[src/rtl/i2c_tgt_pkg.sv]
package i2c_tgt_pkg;
   localparam int BYTE_W = 8;
   localparam int ADDR_W = 7;

   typedef enum logic [2:0] {
      ST_IDLE,
      ST_ADDR,
      ST_RX_DATA,
      ST_RX_ACK,
      ST_RD_ACK,
      ST_TX_HOLD,
      ST_TX_DATA,
      ST_TX_ACK
   } tgt_state_t;
endpackage

[src/rtl/i2c_sync.sv]
module i2c_sync #(
   parameter int STAGES = 2
) (
   input  logic clk,
   input  logic rst_n,
   input  logic d,
   output logic q
);
   generate
      if (STAGES < 2) begin : g_bad_depth
         $error("i2c_sync: STAGES must be at least 2");
      end
   endgenerate

   logic [STAGES-1:0] chain;

   always_ff @(posedge clk or negedge rst_n) begin
      if (!rst_n) chain <= '1;
      else        chain <= {chain[STAGES-2:0], d};
   end

   assign q = chain[STAGES-1];
endmodule

[src/rtl/i2c_bus_cond.sv]
module i2c_bus_cond (
   input  logic clk,
   input  logic rst_n,
   input  logic scl_s,
   input  logic sda_s,
   output logic scl_rise,
   output logic scl_fall,
   output logic start_ev,
   output logic stop_ev
);
   logic scl_p, sda_p;

   always_ff @(posedge clk or negedge rst_n) begin
      if (!rst_n) begin
         scl_p <= 1'b1;
         sda_p <= 1'b1;
      end else begin
         scl_p <= scl_s;
         sda_p <= sda_s;
      end
   end

   assign scl_rise = scl_s & ~scl_p;
   assign scl_fall = ~scl_s & scl_p;
   assign start_ev = scl_s & scl_p & sda_p & ~sda_s;
   assign stop_ev  = scl_s & scl_p & ~sda_p & sda_s;
endmodule

[src/rtl/i2c_tgt_status.sv]
module i2c_tgt_status
   import i2c_tgt_pkg::*;
(
   input  logic              clk,
   input  logic              rst_n,
   input  logic              commit,
   input  logic [BYTE_W-1:0] rx_byte,
   input  logic              irq_set,
   input  logic              tx_wr,
   input  logic [BYTE_W-1:0] tx_data,
   input  logic              rx_rd,
   input  logic              irq_clr,
   input  logic              ovf_clr,
   output logic              ack_ok,
   output logic [BYTE_W-1:0] buf_q,
   output logic              bf_q,
   output logic              ovf_q,
   output logic              irq_q
);
   always_ff @(posedge clk or negedge rst_n) begin
      if (!rst_n) begin
         buf_q <= '0;
         bf_q  <= 1'b0;
         ovf_q <= 1'b0;
         irq_q <= 1'b0;
      end else begin
         if (commit) begin
            if (bf_q) begin
               ovf_q <= 1'b1;
            end else begin
               buf_q <= rx_byte;
               bf_q  <= 1'b1;
            end
         end else begin
            if (tx_wr) buf_q <= tx_data;
            if (rx_rd) bf_q  <= 1'b0;
         end
         if (ovf_clr && !(commit && bf_q)) ovf_q <= 1'b0;
         if (irq_set)      irq_q <= 1'b1;
         else if (irq_clr) irq_q <= 1'b0;
      end
   end

   assign ack_ok = ~bf_q & ~ovf_q;

   assert_full_keeps_buffer_R5: assert property (@(posedge clk) disable iff (!rst_n)
      (commit && bf_q) |=> ($stable(buf_q) && ovf_q));
   assert_clean_byte_loads_R4: assert property (@(posedge clk) disable iff (!rst_n)
      (commit && !bf_q) |=> (bf_q && buf_q == $past(rx_byte)));
   assert_ovf_sticky_R7: assert property (@(posedge clk) disable iff (!rst_n)
      (ovf_q && !ovf_clr) |=> ovf_q);
   assert_irq_sticky_R3: assert property (@(posedge clk) disable iff (!rst_n)
      (irq_q && !irq_clr) |=> irq_q);
endmodule

[src/rtl/i2c_tgt_core.sv]
module i2c_tgt_core
   import i2c_tgt_pkg::*;
(
   input  logic              clk,
   input  logic              rst_n,
   input  logic [ADDR_W-1:0] own_addr,
   input  logic              scl_lvl,
   input  logic              sda_lvl,
   input  logic              scl_rise,
   input  logic              scl_fall,
   input  logic              start_ev,
   input  logic              stop_ev,
   input  logic              ack_ok,
   input  logic              tx_wr,
   input  logic [BYTE_W-1:0] tx_data,
   input  logic              sw_release,
   output logic              commit,
   output logic [BYTE_W-1:0] rx_byte,
   output logic              irq_set,
   output logic              rw_q,
   output logic              scl_pull,
   output logic              sda_pull
);
   localparam int CNT_W = $clog2(BYTE_W + 1);
   localparam logic [CNT_W-1:0] CNT_FULL = CNT_W'(BYTE_W);
   localparam logic [CNT_W-1:0] CNT_LAST = CNT_W'(BYTE_W - 1);

   tgt_state_t        st;
   logic [CNT_W-1:0]  cnt;
   logic [BYTE_W-1:0] rxsh, txsh;
   logic              ckp_q, mnack_q;
   logic              bus_evt, addr_hit, rx_phase;

   assign bus_evt  = start_ev | stop_ev;
   assign addr_hit = (rxsh[BYTE_W-1:1] == own_addr);
   assign rx_phase = (st == ST_ADDR && addr_hit) || (st == ST_RX_DATA);
   assign commit   = !bus_evt && rx_phase && scl_fall && (cnt == CNT_FULL);
   assign irq_set  = commit || (!bus_evt && st == ST_TX_ACK && scl_fall);
   assign rx_byte  = rxsh;
   assign scl_pull = (st == ST_TX_HOLD);

   always_ff @(posedge clk or negedge rst_n) begin
      if (!rst_n) begin
         st       <= ST_IDLE;
         cnt      <= '0;
         rxsh     <= '0;
         txsh     <= '0;
         sda_pull <= 1'b0;
         ckp_q    <= 1'b0;
         mnack_q  <= 1'b0;
         rw_q     <= 1'b0;
      end else begin
         if (tx_wr)      txsh  <= tx_data;
         if (sw_release) ckp_q <= 1'b1;
         if (start_ev) begin
            st       <= ST_ADDR;
            cnt      <= '0;
            sda_pull <= 1'b0;
         end else if (stop_ev) begin
            st       <= ST_IDLE;
            sda_pull <= 1'b0;
         end else begin
            case (st)
               ST_ADDR, ST_RX_DATA: begin
                  if (scl_rise && cnt != CNT_FULL) begin
                     rxsh <= {rxsh[BYTE_W-2:0], sda_lvl};
                     cnt  <= cnt + 1'b1;
                  end else if (scl_fall && cnt == CNT_FULL) begin
                     if (st == ST_ADDR && !addr_hit) begin
                        st <= ST_IDLE;
                     end else begin
                        sda_pull <= ack_ok;
                        if (st == ST_ADDR) begin
                           rw_q <= rxsh[0];
                           if (!ack_ok)      st <= ST_IDLE;
                           else if (rxsh[0]) st <= ST_RD_ACK;
                           else              st <= ST_RX_ACK;
                        end else begin
                           st <= ST_RX_ACK;
                        end
                     end
                  end
               end
               ST_RX_ACK: begin
                  if (scl_fall) begin
                     sda_pull <= 1'b0;
                     st       <= ST_RX_DATA;
                     cnt      <= '0;
                  end
               end
               ST_RD_ACK: begin
                  if (scl_fall) begin
                     sda_pull <= 1'b0;
                     st       <= ST_TX_HOLD;
                     ckp_q    <= 1'b0;
                  end
               end
               ST_TX_HOLD: begin
                  if (ckp_q) begin
                     st       <= ST_TX_DATA;
                     cnt      <= '0;
                     sda_pull <= ~txsh[BYTE_W-1];
                  end
               end
               ST_TX_DATA: begin
                  if (scl_fall) begin
                     if (cnt == CNT_LAST) begin
                        sda_pull <= 1'b0;
                        st       <= ST_TX_ACK;
                     end else begin
                        txsh     <= {txsh[BYTE_W-2:0], 1'b0};
                        sda_pull <= ~txsh[BYTE_W-2];
                        cnt      <= cnt + 1'b1;
                     end
                  end
               end
               ST_TX_ACK: begin
                  if (scl_rise) mnack_q <= sda_lvl;
                  if (scl_fall) begin
                     if (mnack_q) begin
                        st <= ST_IDLE;
                     end else begin
                        st    <= ST_TX_HOLD;
                        ckp_q <= 1'b0;
                     end
                  end
               end
               default: ;
            endcase
         end
      end
   end

   assert_stop_frees_bus_R1: assert property (@(posedge clk) disable iff (!rst_n)
      stop_ev |=> (!sda_pull && !scl_pull));
   assert_hold_until_release_R8: assert property (@(posedge clk) disable iff (!rst_n)
      (scl_pull && !ckp_q && !sw_release) |=> scl_pull);
   assert_sda_moves_scl_low_R9: assert property (@(posedge clk) disable iff (!rst_n)
      (!$stable(sda_pull) && !$past(bus_evt)) |-> !$past(scl_lvl));
   assert_mismatch_silent_R2: assert property (@(posedge clk) disable iff (!rst_n)
      (st == ST_ADDR && scl_fall && cnt == CNT_FULL && !addr_hit && !bus_evt) |=> !sda_pull);
endmodule

[src/rtl/i2c_target_engine.sv]
module i2c_target_engine
   import i2c_tgt_pkg::*;
#(
   parameter int SYNC_STAGES = 2
) (
   input  logic              clk,
   input  logic              rst_n,
   input  logic [ADDR_W-1:0] own_addr,
   input  logic              scl_in,
   input  logic              sda_in,
   output logic              scl_pull,
   output logic              sda_pull,
   input  logic              sw_tx_wr,
   input  logic [BYTE_W-1:0] sw_tx_data,
   input  logic              sw_rx_rd,
   input  logic              sw_clk_release,
   input  logic              sw_irq_clr,
   input  logic              sw_ovf_clr,
   output logic [BYTE_W-1:0] buf_data,
   output logic              buf_full,
   output logic              ovf_flag,
   output logic              irq_flag,
   output logic              rw_flag
);
   logic [1:0] raw_lines, sync_lines;
   assign raw_lines = {sda_in, scl_in};

   generate
      for (genvar l = 0; l < 2; l++) begin : g_line_sync
         i2c_sync #(.STAGES(SYNC_STAGES)) u_sync (
            .clk   (clk),
            .rst_n (rst_n),
            .d     (raw_lines[l]),
            .q     (sync_lines[l])
         );
      end
   endgenerate

   logic scl_rise, scl_fall, start_ev, stop_ev;
   logic commit, irq_set, ack_ok;
   logic [BYTE_W-1:0] rx_byte;

   i2c_bus_cond u_cond (
      .clk      (clk),
      .rst_n    (rst_n),
      .scl_s    (sync_lines[0]),
      .sda_s    (sync_lines[1]),
      .scl_rise (scl_rise),
      .scl_fall (scl_fall),
      .start_ev (start_ev),
      .stop_ev  (stop_ev)
   );

   i2c_tgt_core u_core (
      .clk        (clk),
      .rst_n      (rst_n),
      .own_addr   (own_addr),
      .scl_lvl    (sync_lines[0]),
      .sda_lvl    (sync_lines[1]),
      .scl_rise   (scl_rise),
      .scl_fall   (scl_fall),
      .start_ev   (start_ev),
      .stop_ev    (stop_ev),
      .ack_ok     (ack_ok),
      .tx_wr      (sw_tx_wr),
      .tx_data    (sw_tx_data),
      .sw_release (sw_clk_release),
      .commit     (commit),
      .rx_byte    (rx_byte),
      .irq_set    (irq_set),
      .rw_q       (rw_flag),
      .scl_pull   (scl_pull),
      .sda_pull   (sda_pull)
   );

   i2c_tgt_status u_status (
      .clk     (clk),
      .rst_n   (rst_n),
      .commit  (commit),
      .rx_byte (rx_byte),
      .irq_set (irq_set),
      .tx_wr   (sw_tx_wr),
      .tx_data (sw_tx_data),
      .rx_rd   (sw_rx_rd),
      .irq_clr (sw_irq_clr),
      .ovf_clr (sw_ovf_clr),
      .ack_ok  (ack_ok),
      .buf_q   (buf_data),
      .bf_q    (buf_full),
      .ovf_q   (ovf_flag),
      .irq_q   (irq_flag)
   );
endmodule

[config.mk]
export PLATFORM = sky130hd
export DESIGN_NAME = i2c_target_engine
export DESIGN_NICKNAME = d
export VERILOG_FILES = /design/src/rtl/i2c_tgt_pkg.sv /design/src/rtl/i2c_sync.sv /design/src/rtl/i2c_bus_cond.sv /design/src/rtl/i2c_tgt_status.sv /design/src/rtl/i2c_tgt_core.sv /design/src/rtl/i2c_target_engine.sv
export SDC_FILE = /design/constraint.sdc
export NUM_CORES = 1
export LEC_CHECK = 0
export ABC_AREA = 1
export BUFFER_PORTS_ARGS = -buffer_cell sky130_fd_sc_hd__buf_2
export CAP_MARGIN = 20
export CELL_PAD_IN_SITES_DETAIL_PLACEMENT = 0
export CELL_PAD_IN_SITES_GLOBAL_PLACEMENT = 1
export CORE_UTILIZATION = 41
export CTS_CLUSTER_DIAMETER = 80
export CTS_CLUSTER_SIZE = 8
export DETAILED_ROUTE_END_ITERATION = 10
export GPL_TIMING_DRIVEN = 0
export HOLD_SLACK_MARGIN = 0.03
export MAX_ROUTING_LAYER = met4
export PLACE_DENSITY_LB_ADDON = 0.2
export SLEW_MARGIN = 20
export SYNTH_ARGS = -nofsm -noshare
export SYNTH_HDL_FRONTEND = slang
export SYNTH_SLANG_ARGS = --single-unit
[constraint.sdc]
create_clock -name clk -period 2.1 [get_ports clk]
set_clock_uncertainty 0.05 [all_clocks]
set_input_delay 0.42 -clock clk [delete_from_list [all_inputs] [get_ports clk]]
set_output_delay 0.42 -clock clk [all_outputs]
set_load 0.05 [all_outputs]
==> results.toml, run 1 <==
[status]
status = "finished, final reports clean"

[clock_network]
clk-insertion-delay-late_ns = 0.30
cts-resized-gates = 0
post_cts_buffers = 0
h-tree-depth = 2
cts_sinks = 44
clk_path_buf_depth = 2
ctsHoldBuffers = 0
cts_tree = "built"
clkTransAtPathRegs_ns = 0.09
root_buffer = "clkbuf_8"
cts_buffers = 5

[floorplanning]
die-area_mm2 = 0.00638
initial_utilization = 0.438
die_h_um = 79.9
core_area_mm2 = 0.00568
die_w_um = 79.9
rows = 27
io_pins = 38

[synth]
synth.area.top_cells = "dfrtp_1, nand2_1, dfstp_2"
syn-instance-count = 334
syn-cell-area_mm2 = 0.00248
synth_compound_gate_area_share = 0.102
async_reset_ff_frac = 1.00
synth-simple-area-share = 0.335
synth_xor_xnor_area_share = 0.0211
ys_seq_area_frac = 0.446
ys_warn_count = 0
synth_seq_cells = 44
synth_top_family_by_area = "simple AND/OR/NAND/NOR gates"
syn-num-nets = 360
syn_avg_cell_area_um2 = 7.44
synth-edff-count = 0
synth.top_cell.area_share = 0.383
yosys.area.top_type = "dfrtp_1"
ys_types = 33
ys.flop_type = "dfrtp_1"
synth.mux.area_fraction = 0.00453
synthAdderAreaFrac = 0.0101

[grt]
first_global_vias = 2119
antenna_found_initial = 0
track_usage = 0.209
grt_pass1_wl_um = 10000
grt-ovfl-total = 0
grt_max_degree = 45

[setup_path]
worstSetupStartpointType = "flop"
cp.required_ns = 2.24
crit_path_max_fanout = 5
critPathArrivalTime_ns = 1.97
crit_top_cell = "nand2_1"
crit_path_end_kind = "flop"
critPathMaxStageDelay_ns = 0.59
cpLargestDelayFamily = "simple AND/OR/NAND/NOR gates"
critPathKind = "flop to flop"
critPathLaunch = "g_line_sync[0].u_sync.chain[1]$_DFF_PN1_"
crit_chain = "nand2_1 -> nor3_4 -> inv_1 -> nand2_1 -> inv_1 -> nand3_1 -> nand3_1 -> nand2_1 -> nand2_1"
crit_buf_inv = 2
regToRegStartpoint = "g_line_sync[0].u_sync.chain[1]$_DFF_PN1_"
cp_slowest_cell = "dfstp_2"

[routing]
vias_per_cell = 4.89
ant_nets = 0
wire_per_inst_um = 12.8
drt_iter0_markers = 151
route.detailed.drc = 0
wl_um = 5740
vias = 2200
drt_first_pass_iters = 4

[timing]
max_slew.worst_pin.slew_ns = 0.556
tns_ns = 0
timing.slew.headroom = 0.629
setup_viol = 0
fin_crit_ns = 1.83
fin_crit_sh = 0.871
fmax_mhz = 547
hold_viol = 0
rsz0062_at_grt = "no"
finalMaxSlewViolations = 0
timing.hold.ws_ns = 0.0555

[job]
drv_cap = 0

[cells_and_area]
final_cells = 450
multiInputGateArea_mm2 = 0.00117
n_antenna_cell = 0
areaGrowthSynthToFinish_pct = 14.8
regArea_mm2 = 0.00111
final_nets = 403
fillers = 583
drive_gt1_frac = 0.196

[power_and_ir_drop]
p_int_mw = 1.80
pwr-share-seq = 0.391
p_clk_frac = 0.176
peakVddDrop_uv = 467
swShare = 0.438
pwr-share-comb = 0.433
powerDensity_mw_per_mm2 = 1120
p_leak_nw = 1.52
p_switching_mw = 1.40
p_total_mw = 3.20

[place]
dp.cells = 442
hpwlAfterDp_um = 4380
globalplace.congestion = 0.866
numPortBuffers = 36

[min_path]
min_path_type = "input pin to async pin"
==> power groups by stage <==
stage	registers (mW)	clock network, mW	logic, mW
after floorplan	1.30	0	1.00
after global placement	1.26	0	1.39
after detailed placement	1.26	0	1.40
after CTS	1.25	0.579	1.40
after global routing	1.28	0.606	1.59
final	1.25	0.562	1.39
==> sequential cells by signal, indices dropped and copies added (netlist names) <==
name / count
u_cond.sda_p: 1
u_status.bf_q: 1
g_line_sync.u_sync.chain: 4
u_core.sda_pull: 1
u_status.buf_q: 8
u_core.mnack_q: 1
u_core.cnt: 4
u_core.ckp_q: 1
u_core.rx_byte: 8
u_core.rw_q: 1
u_cond.scl_p: 1
u_status.irq_q: 1
u_status.ovf_q: 1
u_core.txsh: 8
u_core.st: 3
==> layer usage <==
| metal | vias to the layer above | wire, um | GRT usage |
|---|---|---|---|
| met5 | - | 0 | - |
| met4 | 0 | 48 | 0.0429 |
| met3 | 6 | 196 | 0.0343 |
| met2 | 45 | 2480 | 0.321 |
| met1 | 1005 | 3020 | 0.291 |
| li1 | 1144 | - | - |
==> cells in the mapped netlist (2+ instances only) <==
library cell,number
buf_6,2
o211ai_1,2
o21ai_1,4
ha_1,2
dfrtp_1,38
nor2_1,22
nor2_2,3
nand2_2,3
nand2_4,4
xor2_1,2
buf_2,2
dfstp_2,6
a21oi_1,8
inv_2,4
xnor2_1,4
inv_1,39
clkbuf_1,2
nand2_1,114
o21ai_0,28
and3_1,2
nand4_1,5
nand3_1,27
==> cells in the final DEF, fill, tap and decap left out, types with 3 or more instances in the layout <==
cell      count
dfstp_2       6
inv_1        39
nand3_1      27
o21ai_0      28
clkbuf_1      3
inv_2         4
nor2_2        3
nor2_1       22
nand2_4       4
buf_2        37
xnor2_1       4
dfrtp_1      38
clkbuf_8      6
nand2_2       3
o21ai_1       4
nand2_1     114
nand4_1       5
a21oi_1       8
==> metrics by stage <==
step,setup WS (ns),cell area [um2],utilization
after CTS,0.245,2850,0.502
after floorplan,0.306,2480,-
after global routing,0.126,2850,0.502
final,0.270,2850,0.502
after detailed placement,0.244,2760,0.485
after global placement,0.254,2760,0.485
==> area by class of cell <==
class                           count  area share
Buffer                              6      0.0140
Clock buffer                        7      0.0303
Clock inverter                      1     0.00263
Inverter                           43      0.0566
Multi-Input combinational cell    241       0.412
Sequential cell                    44       0.389
Tap cell                           72      0.0316
Timing Repair Buffer               36      0.0641
==> path summary, 6_finish.rpt <==
check | to | slack (ns) | depth (start not counted)
setup / recovery | u_core.sda_pull$_DFFE_PN0P_ | 0.27 | 9
hold / removal | u_core.st[0]$_DFFE_PN0P_ | 0.06 | 1
setup reg to reg | u_core.sda_pull$_DFFE_PN0P_ | 0.27 | 9
hold reg to reg | g_line_sync[1].u_sync.chain[1]$_DFF_PN1_ | 0.31 | 0
max in group asynchronous | u_cond.sda_p$_DFF_PN1_ | 1.56 | 1
min in group clk | g_line_sync[0].u_sync.chain[0]$_DFF_PN1_ | 0.17 | 1
==> kinds of logic after synthesis <==
family                     count (synthesis)
buffers and inverters                     49
xor gates and xnor gates                   6
and+or+nand+nor                          185
adders and majority gates                  2
AOI/OAI and AO/OA                         47
DFF                                       44
muxes                                      1
(Power assumes the default switching activity.)
==> inputs of run 2 (changes only) <==
--- a/config.mk
+++ b/config.mk
@@ -18,5 +18,5 @@
 export HOLD_SLACK_MARGIN = 0.03
 export MAX_ROUTING_LAYER = met4
-export PLACE_DENSITY_LB_ADDON = 0.2
+export PLACE_DENSITY_LB_ADDON = 0.1
 export SLEW_MARGIN = 20
 export SYNTH_ARGS = -nofsm -noshare
--- a/constraint.sdc
+++ b/constraint.sdc
@@ -3,3 +3,3 @@
 set_input_delay 0.42 -clock clk [delete_from_list [all_inputs] [get_ports clk]]
 set_output_delay 0.42 -clock clk [all_outputs]
-set_load 0.05 [all_outputs]
+set_load 0.005 [all_outputs]
==> run 2 against run 1 <==
Net effect:
- sequential power is essentially flat
- die area is the same
- non-clock buffer count is the same
- highest routed layer unchanged
- first-iteration DRC count shrank 16%
- maximum frequency shrank 1.9%
- setup slack lost 0.035 ns
- largest cell class unchanged
==> results.toml, run 2 (synthesis gave the netlist of run 1 again) <==
[status]
status = "finished, final reports clean"

[place]
numPortBuffers = 36
dp.cells = 442
globalplace.congestion = 0.844
hpwlAfterDp_um = 4440
place_area_mm2 = 0.00276

[routing]
drt_iter0_markers = 127
ant_nets = 0
route.detailed.drc = 0
vias_per_cell = 4.91
vias = 2208
drt_first_pass_iters = 4
wl_um = 5770
wire_per_inst_um = 12.8

[setup_path]
reg2reg_to = "u_core.sda_pull$_DFFE_PN0P_"
cp_slowest_cell = "dfstp_2"
cp.required_ns = 2.25
worstSetupStartpointType = "flop"
crit_top_cell = "nand2_1"
endpoint = "u_core.sda_pull$_DFFE_PN0P_"
rrSetupSlack_ns = 0.23
crit_path_max_fanout = 5
critPathLaunch = "g_line_sync[0].u_sync.chain[1]$_DFF_PN1_"
critPathMaxStageDelay_ns = 0.60
regToRegStartpoint = "g_line_sync[0].u_sync.chain[1]$_DFF_PN1_"
critPathKind = "flop to flop"
critPathArrivalTime_ns = 2.01
reg2reg_depth = 9
crit_path_end_kind = "flop"
crit_chain = "nand2_1 -> nor3_4 -> inv_1 -> nand2_1 -> inv_1 -> nand3_1 -> nand3_1 -> nand2_1 -> nand2_1"

[cells_and_area]
areaGrowthSynthToFinish_pct = 14.8
final_common_cell = "nand2_1"
design_area_mm2 = 0.00285
final_cell_mix = "nand2_1, inv_1, dfrtp_1, buf_2, o21ai_0"
drive_gt1_frac = 0.196
final_nets = 403
n_antenna_cell = 0
utilization = 0.502
final_cells = 450

[power_and_ir_drop]
p_switching_mw = 1.29
powerDensity_mw_per_mm2 = 1080
pwr-share-comb = 0.416
p_total_mw = 3.09
p_int_mw = 1.80
p_clk_frac = 0.181
p_leak_nw = 1.52
peakVddDrop_uv = 438
swShare = 0.418
pwr-share-seq = 0.403

[grt]
grt_pass1_wl_um = 10300
grt-ovfl-total = 0
track_usage = 0.216
antenna_found_initial = 0
first_global_vias = 2146
grt_max_degree = 45

[floorplanning]
die-area_mm2 = 0.00638
rows = 27
die_w_um = 79.9
io_pins = 38
die_h_um = 79.9
core_area_mm2 = 0.00568
initial_utilization = 0.438

[clock_network]
cts_tree = "built"
h-tree-depth = 2
root_buffer = "clkbuf_8"
ctsHoldBuffers = 0
clkTransAtPathRegs_ns = 0.08
clk_path_buf_depth = 2
cts_buffers = 5
post_cts_buffers = 0
cts-resized-gates = 0
clk-insertion-delay-late_ns = 0.30
cts_sinks = 44

[timing]
finalMaxSlewViolations = 0
hold_viol = 0
fin_crit_ns = 1.87
timing.slew.headroom = 0.632
fin_crit_sh = 0.888
setup_viol = 0
max_slew.worst_pin.slew_ns = 0.552
fmax_mhz = 536
tns_ns = 0
rsz0062_at_grt = "no"

[job]
drv_cap = 0

[min_path]
min_path_type = "input pin to async pin"
-- run 2: cell counts in the layout (fill, tap and decap cells not counted) --
Identical to the previous run, type by type.
-- run 2: through the flow --
stage          setup slack [ns]  hold slack [ns]
6_report                  0.235           0.0374
2_1_floorplan             0.519           0.0744
5_1_grt                  0.0646           0.0988
3_3_place_gp              0.259            0.296
3_5_place_dp              0.238            0.300
4_1_cts                   0.246            0.157
-- run 2: layout make-up --
| type | instances | area, um2 |
|---|---|---|
| plain buffers | 6 | 40.0 |
| clock buffers | 7 | 86.3 |
| clock inverters | 1 | 7.51 |
| fillers | 600 | 2820 |
| inverters | 43 | 161 |
| multi-input cells | 241 | 1170 |
| flip-flops and latches | 44 | 1110 |
| well taps | 72 | 90.1 |
| repair buffers | 36 | 183 |
-- run 2: critical path, delay by kind of cell (launching register included) --
| kind | cells | cell delay (ns) |
|---|---|---|
| buffers and inverters | 2 | 0.29 |
| DFF | 1 | 0.60 |
| and+or+nand+nor | 7 | 0.83 |
-- run 2: per-layer routing --
layer / GRT usage / wire length, um
met2: 0.314 / 2420
met5: - / 0
met4: 0.0696 / 101
met3: 0.0411 / 229
met1: 0.303 / 3020
-- run 2: worst min path at each step --
stage | cells past startpoint | to | slack (ns)
global placement | 0 | g_line_sync[1].u_sync.chain[1]$_DFF_PN1_ | 0.30
global route | 1 | u_core.st[2]$_DFFE_PN0P_ | 0.1
floorplan | 0 | u_core.ckp_q$_DFF_PN0_ | 0.07
detailed placement | 0 | g_line_sync[0].u_sync.chain[1]$_DFF_PN1_ | 0.30
CTS | 1 | g_line_sync[0].u_sync.chain[0]$_DFF_PN1_ | 0.16
finish | 1 | u_core.st[0]$_DFFE_PN0P_ | 0.04
-- run 2: power by group through the flow --
stage,combinational [mW],sequential [mW],clock (mW)
floorplan,0.989,1.21,0
global placement,1.29,1.26,0
detailed placement,1.29,1.26,0
CTS,1.30,1.24,0.580
global route,1.51,1.28,0.623
finish,1.29,1.25,0.560
==> inputs of run 3 (changes only) <==
- CORE_MARGIN: not set -> 4
==> run 3 against run 2 <==
Net effect:
- final cell count up 0.67%
- largest cell class unchanged
- clock power about the same
- critical endpoint unchanged
- die area up 16%
- critical path type unchanged
==> results.toml, run 3 (synthesis gave the netlist of run 1 again) <==
[setup_path]
cp_slowest_cell = "dfstp_2"
crit_path_end_kind = "flop"
crit_chain = "nand2_1 -> nor3_4 -> inv_1 -> nand2_1 -> inv_1 -> nand3_1 -> nand3_1 -> nand2_1 -> nand2_1"
crit_top_cell = "nand2_1"
crit_buf_inv = 2
cp.required_ns = 2.24
cpLargestDelayFamily = "simple AND/OR/NAND/NOR gates"
worstSetupStartpointType = "flop"
critPathKind = "flop to flop"
crit_path_max_fanout = 5
critPathMaxStageDelay_ns = 0.59
critPathArrivalTime_ns = 2.00

[clock_network]
cts-resized-gates = 0
cts_buffers = 5
h-tree-depth = 2
clk_path_buf_depth = 2
ctsHoldBuffers = 0
clk-insertion-delay-late_ns = 0.29
cts_tree = "built"
clkTransAtPathRegs_ns = 0.09
cts_sinks = 44
root_buffer = "clkbuf_8"
post_cts_buffers = 0

[floorplanning]
die_w_um = 85.9
rows = 28
die_h_um = 85.9
io_pins = 38
initial_utilization = 0.422
die-area_mm2 = 0.00737
core_area_mm2 = 0.00589

[place]
globalplace.congestion = 0.868
hpwlAfterDp_um = 4600
numPortBuffers = 36
place_area_mm2 = 0.00276

[min_path]
min_path_type = "input pin to async pin"

[timing]
tns_ns = 0
finalMaxSlewViolations = 0
hold_viol = 0
max_slew.worst_pin.slew_ns = 0.578
timing.slew.headroom = 0.615
rsz0062_at_grt = "no"
fin_crit_ns = 1.86
fmax_mhz = 538
setup_viol = 0
fin_crit_sh = 0.885

[routing]
ant_nets = 0
wl_um = 5990
drt_first_pass_iters = 4
vias = 2178
route.detailed.drc = 0
wire_per_inst_um = 13.2
drt_iter0_markers = 84
vias_per_cell = 4.81

[job]
drv_cap = 0

[grt]
grt-ovfl-total = 0
grt_pass1_wl_um = 10500
grt_max_degree = 45
track_usage = 0.186
antenna_found_initial = 0
first_global_vias = 2159

[cells_and_area]
drive_gt1_frac = 0.196
fillers = 619
final_common_cell = "nand2_1"
areaGrowthSynthToFinish_pct = 14.9
final_nets = 403
n_antenna_cell = 0
final_cell_mix = "nand2_1, inv_1, dfrtp_1, buf_2, o21ai_0"
design_area_mm2 = 0.00286

[power_and_ir_drop]
powerDensity_mw_per_mm2 = 1090
peakVddDrop_uv = 460
p_leak_nw = 1.52

[status]
status = "finished, final reports clean"
[run 3: cell counts in the layout (fill, tap and decap cells not counted)]
Identical to the previous run, type by type.
[run 3: layout make-up]
type | count | area (um2) | area share
buffer | 6 | 40.0 | 0.0140
clock buffer | 7 | 86.3 | 0.0302
clock inverter | 1 | 7.51 | 0.00263
inverter | 43 | 161 | 0.0565
multi-input combinational | 241 | 1170 | 0.411
sequential | 44 | 1110 | 0.388
tap | 75 | 93.8 | 0.0329
timing repair buffer | 36 | 183 | 0.0640
[run 3: power breakdown]
group	internal, mW	switching (mW)	total (mW)
combinational	0.481	0.811	1.29
sequential	1.05	0.197	1.25
clock	0.268	0.294	0.561
[run 3: per-stage QoR]
stage                      util  worst slack [ns]  power (mW)  instances  hold WS, ns
after CTS                 0.485             0.252        3.12        453        0.161
after detailed placement  0.469             0.201        2.55        445        0.299
after global routing      0.485            0.0676        3.43        453        0.105
after global placement    0.469             0.227        2.54        445        0.296
after floorplan               -             0.519        2.20        334       0.0744
final                     0.485             0.243        3.10        453       0.0531
[run 3: worst paths after layout]
check / startpoint / end / slack (ns) / depth (start not counted)
min in group clk: scl_in / g_line_sync[0].u_sync.chain[0]$_DFF_PN1_ / 0.18 / 1
min: rst_n / u_core.st[2]$_DFFE_PN0P_ / 0.05 / 1
max: g_line_sync[0].u_sync.chain[1]$_DFF_PN1_ / u_core.sda_pull$_DFFE_PN0P_ / 0.24 / 9
max in group asynchronous: rst_n / g_line_sync[1].u_sync.chain[0]$_DFF_PN1_ / 1.53 / 1
max reg2reg: g_line_sync[0].u_sync.chain[1]$_DFF_PN1_ / u_core.sda_pull$_DFFE_PN0P_ / 0.24 / 9
min reg2reg: g_line_sync[0].u_sync.chain[0]$_DFF_PN1_ / g_line_sync[0].u_sync.chain[1]$_DFF_PN1_ / 0.31 / 0
[run 3: routing by layer]
metal	part of all wire	up-vias	GRT usage
li1	-	1145	-
met1	0.51	989	0.270
met2	0.44	40	0.274
met3	0.040	4	0.0346
met4	0.0065	0	0.0345
met5	0	-	-
[run 3: worst reg2reg max path, stage by stage (launching register included)]
cell	delay [ns]
dfstp_2	0.59
nand2_1	0.10
nor3_4	0.22
inv_1	0.16
nand2_1	0.20
inv_1	0.13
nand3_1	0.12
nand3_1	0.08
nand2_1	0.06
nand2_1	0.05
